`src/rtl/wide_to_narrow_fifo.sv`:
```
module wide_to_narrow_fifo #(
  parameter int RD_W  = 8,
  parameter int RATIO = 4,
  parameter int DEPTH = 8
) (
  input  logic                  clk,
  input  logic                  rst_n,
  input  logic                  wr_en,
  input  logic [RD_W*RATIO-1:0] din,
  output logic                  full,
  input  logic                  rd_en,
  output logic [RD_W-1:0]       dout,
  output logic                  empty,
  output logic                  valid
);
  localparam int WR_W = RD_W * RATIO;
  localparam int AW   = (DEPTH > 1) ? $clog2(DEPTH) : 1;
  localparam int SW   = (RATIO > 1) ? $clog2(RATIO) : 1;
  localparam int CW   = AW + 1;
  localparam logic [SW-1:0] LAST     = SW'(RATIO - 1);
  localparam logic [AW-1:0] PTR_MAX  = AW'(DEPTH - 1);
  localparam logic [CW-1:0] FULL_CNT = CW'(DEPTH);

  logic [WR_W-1:0] mem [DEPTH];
  logic [AW-1:0]   wptr, rptr;
  logic [CW-1:0]   count;
  logic [SW-1:0]   slice_cnt;
  logic            wr_ok, rd_ok, pop;

  assign empty = (count == '0);
  assign full  = (count == FULL_CNT);
  assign valid = ~empty;
  assign wr_ok = wr_en & ~full;
  assign rd_ok = rd_en & ~empty;
  assign pop   = rd_ok & (slice_cnt == LAST);
  assign dout  = mem[rptr][int'(slice_cnt)*RD_W +: RD_W];

  always_ff @(posedge clk) begin
    if (wr_ok) mem[wptr] <= din;
  end

  always_ff @(posedge clk) begin
    if (!rst_n) begin
      wptr      <= '0;
      rptr      <= '0;
      count     <= '0;
      slice_cnt <= '0;
    end else begin
      if (wr_ok) wptr <= (wptr == PTR_MAX) ? '0 : wptr + 1'b1;
      if (pop)   rptr <= (rptr == PTR_MAX) ? '0 : rptr + 1'b1;
      if (rd_ok) slice_cnt <= pop ? '0 : slice_cnt + 1'b1;
      case ({wr_ok, pop})
        2'b10:   count <= count + 1'b1;
        2'b01:   count <= count - 1'b1;
        default: count <= count;
      endcase
    end
  end
endmodule

```
`config.mk`:
```
export PLATFORM = sky130hd
export DESIGN_NAME = wide_to_narrow_fifo
export DESIGN_NICKNAME = d
export VERILOG_FILES = /design/src/rtl/wide_to_narrow_fifo.sv
export SDC_FILE = /design/constraint.sdc
export NUM_CORES = 1
export LEC_CHECK = 0
export BUFFER_PORTS_ARGS = -buffer_cell sky130_fd_sc_hd__buf_2
export CORE_UTILIZATION = 58
export CTS_CLUSTER_DIAMETER = 120
export CTS_CLUSTER_SIZE = 16
export DETAILED_ROUTE_END_ITERATION = 6
export PLACE_DENSITY_LB_ADDON = 0.05
export SLEW_MARGIN = 20
export SYNTH_ARGS = -nofsm -noshare
export SYNTH_HDL_FRONTEND = slang
export SYNTH_SLANG_ARGS = --single-unit
```
`constraint.sdc`:
```
create_clock -name clk -period 5.2 [get_ports clk]
set_input_delay 0.26 -clock clk [delete_from_list [all_inputs] [get_ports clk]]
set_output_delay 0.26 -clock clk [all_outputs]
set_load 0.01 [all_outputs]
```
==> impl_results.md <==
* I/O Pins at 47
* Cells after synthesis at 457
* First-pass GRT wire length at 29200 um
* Initial Utilization at 0.601
* R2r startpoint: slice_cnt[1]
* Synth Warn # at 0
* Total CTS buffers at 20
* Hold buffers post-CTS at 0
* Top delay family on crit path: multiplexers
* Switch Pwr at 0.000777 W
* Avg Cell Area, Syn at 23.0 um2
* Crit path time final at 3.61 ns
* Post-DR wirelength/cell at 25.5 um
* Maxcap violations at 0
* Die Wd at 137 um
* Final Hold Fails at 0
* Global placer's final weighted congestion at 0.701
* Top post-synthesis cells by count: 256 x edfxtp_1, 80 x mux4_2, 15 x dfxtp_1
* Fmax at 277 MHz
* Synthesized Nets at 500
* Sw frac at 0.193
* DRC Markers at 0
* Antenna violations before repair at 1
* GRT Residual Overflow at 0
* FF-to-FF setup slack at 2.45 ns
* Layout cells sized above 1 at 0.347
* Clk buf depth at 3
* Hold Path Class: input pin to register
* Root Buffer: clkbuf_16
* RSZ-0062 raised after global routing: no
* Async SR Flop Fraction at 0
* Internal Power at 0.00324 W
* Max FO, Critical Path at 34
* P per Cell Area at 345 mW/mm2
* Library cells used by synthesis at 33
* Setup TNS at 0 ns
* Core Area at 0.0175 mm2
* Min-delay src: din[23]
* Yosys top cell by area: edfxtp_1
* Buffers added on ports at 46
* Synth top area share at 0.732
* Placed Cells at 724
* Clock share of power at 0.348
* Row Count at 48
* Post-DRT Antenna Nets at 0
* CP bufs+invs at 2
* Vias in the first global route at 4875
* WP data required at 4.94 ns
* Count leader, synth: edfxtp_1
* Fillers at 1118
* Main synth FF type: edfxtp_1
* Crit share post-route at 0.694
* Crit-path cells: buf_4, mux4_2, mux4_2, mux2_2, buf_2
* CTS clk-pin slew, worst paths at 0.07 ns
* Die area at 0.0187 mm2
* Reg power frac at 0.608
* Cell Area, Synth at 0.0105 mm2
* Synth area leaders: edfxtp_1 73%, mux4_2 17%, dfxtp_1 2.9%
* Slowest-stage cell, CP: dfxtp_2
* Post-detail-place hpwl at 11100 um
* Leakage at 3.65 nW
* Tightest Pin Transition at 0.935 ns
* Comb pwr share at 0.044
* PostCTS Resize Cnt at 0
* DR iter-0 viols at 330
* Ant. Diodes at 0
* Largest net degree at the start of global routing at 46
* Area growth syn-to-layout at 10.8%
* Status: finished clean
* Finished Layout Cells at 753
* Final setup vio count at 0
* Final Max Slew Viols at 0
* Post-CTS setup buffers at 0
* CP Class: register to output pin
* Fin nets at 564
* Arr. time, crit path at 3.35 ns
* Via density per instance at 6.26
* CP startpoint kind: register
* CP Capture Type: output pin
* Relative slew slack at 0.377
* Crit-path max cell delay at 0.87 ns
* First-pass DRT Iterations at 4
* Clock sinks at 271
* Via count at 4713
* Clk_skew at 0.0177 ns
* CTS tree: built
* H-tree levels at 1
* Post-Route WL at 19200 um
* Total track usage at 0.220
* Die Ht at 137 um
* Worst skew pair latency at 0.50 ns
* EDFF count, synth at 256
* #FFs+latches synth at 271
* Seq/Total Area, Yosys at 0.760
* VDD IR max at 0.325 mV
* Most frequent CP cell: mux4_2
-- state kept, by name, summed over array words and instances, names as in the netlist, named ones only --
name and count:
mem 256, count 4, rptr 3, wptr 3, slice_cnt 2
-- routing by layer --
| metal | part of all wire | GRT usage |
|---|---|---|
| met2 | 0.51 | 0.367 |
| met1 | 0.43 | 0.316 |
| met5 | 0.00068 | 0 |
| met4 | 0.012 | 0.0407 |
| met3 | 0.053 | 0.0348 |
-- placed cells by master, fill, tap and decap left out, types with 4 or more instances in the layout --
cell and count:
mux4_2 80, clkbuf_16 21, buf_4 17, nand2_1 12, nor3_2 4, ha_1 7, a21boi_0 9, mux2_2 8
dfxtp_1 13, clkbuf_1 8, mux2i_1 5, nand2b_1 6, buf_2 46, edfxtp_1 256
-- area by class of cell --
type / count / area [um2] / share of cell area
Clock buffer: 29 / 556 / 0.0477
Sequential cell: 271 / 7990 / 0.687
Multi-Input combinational cell: 163 / 2450 / 0.210
Tap cell: 225 / 282 / 0.0242
Timing Repair Buffer: 63 / 358 / 0.0307
Inverter: 2 / 7.51 / 0.000645
-- power by group through the flow --
stage	Sequential, W	Clock [W]	Combinational [W]
after CTS	0.00244	0.00143	0.000178
after global placement	0.00249	0	0.000172
final	0.00244	0.00140	0.000176
after floorplan	0.00249	0	0.0000918
after detailed placement	0.00249	0	0.000178
after global routing	0.00245	0.00151	0.000191
-- final timing paths --
kind / to / cells after the start
setup / recovery: dout[3] / 5
hold / removal: mem[0][23] / 1
setup reg to reg: count[3] / 8
hold reg to reg: count[3] / 2
-- through the flow --
step | hold WS, ns | total power (W) | util | setup slack, ns | cell area [um2]
finish | 0.0278 | 0.00402 | 0.666 | 1.59 | 11600
CTS | 0.0183 | 0.00405 | 0.666 | 1.48 | 11600
global placement | 0.460 | 0.00266 | 0.634 | 2.06 | 11100
floorplan | 0.359 | 0.00258 | - | 0.710 | 10500
detailed placement | 0.487 | 0.00267 | 0.634 | 2.01 | 11100
global route | 0.0257 | 0.00415 | 0.666 | 1.34 | 11600
-- worst register-to-register path, delay by kind of cell (launching register included) --
family	cells	cell delay [ns]
AOI/OAI and AO/OA	1	0.15
adders and majority gates	2	0.63
DFF	1	0.76
muxes	2	0.23
and+or+nand+nor	3	0.85
-- kinds of logic (layout without fill, tap and decap cells) --
group                    after synthesis  after routing  synth area share
AND/OR/NAND/NOR                       47             47            0.0243
flip-flops                           271            271             0.760
AO/OA/AOI/OAI                         15             15            0.0100
XOR/XNOR                               1              1          0.000834
adder cells (fa/ha/maj)                7              7           0.00834
multiplexers                          93             93             0.185
buffers and inverters                 23             94            0.0112
Power figures use the tool's default switching activity.
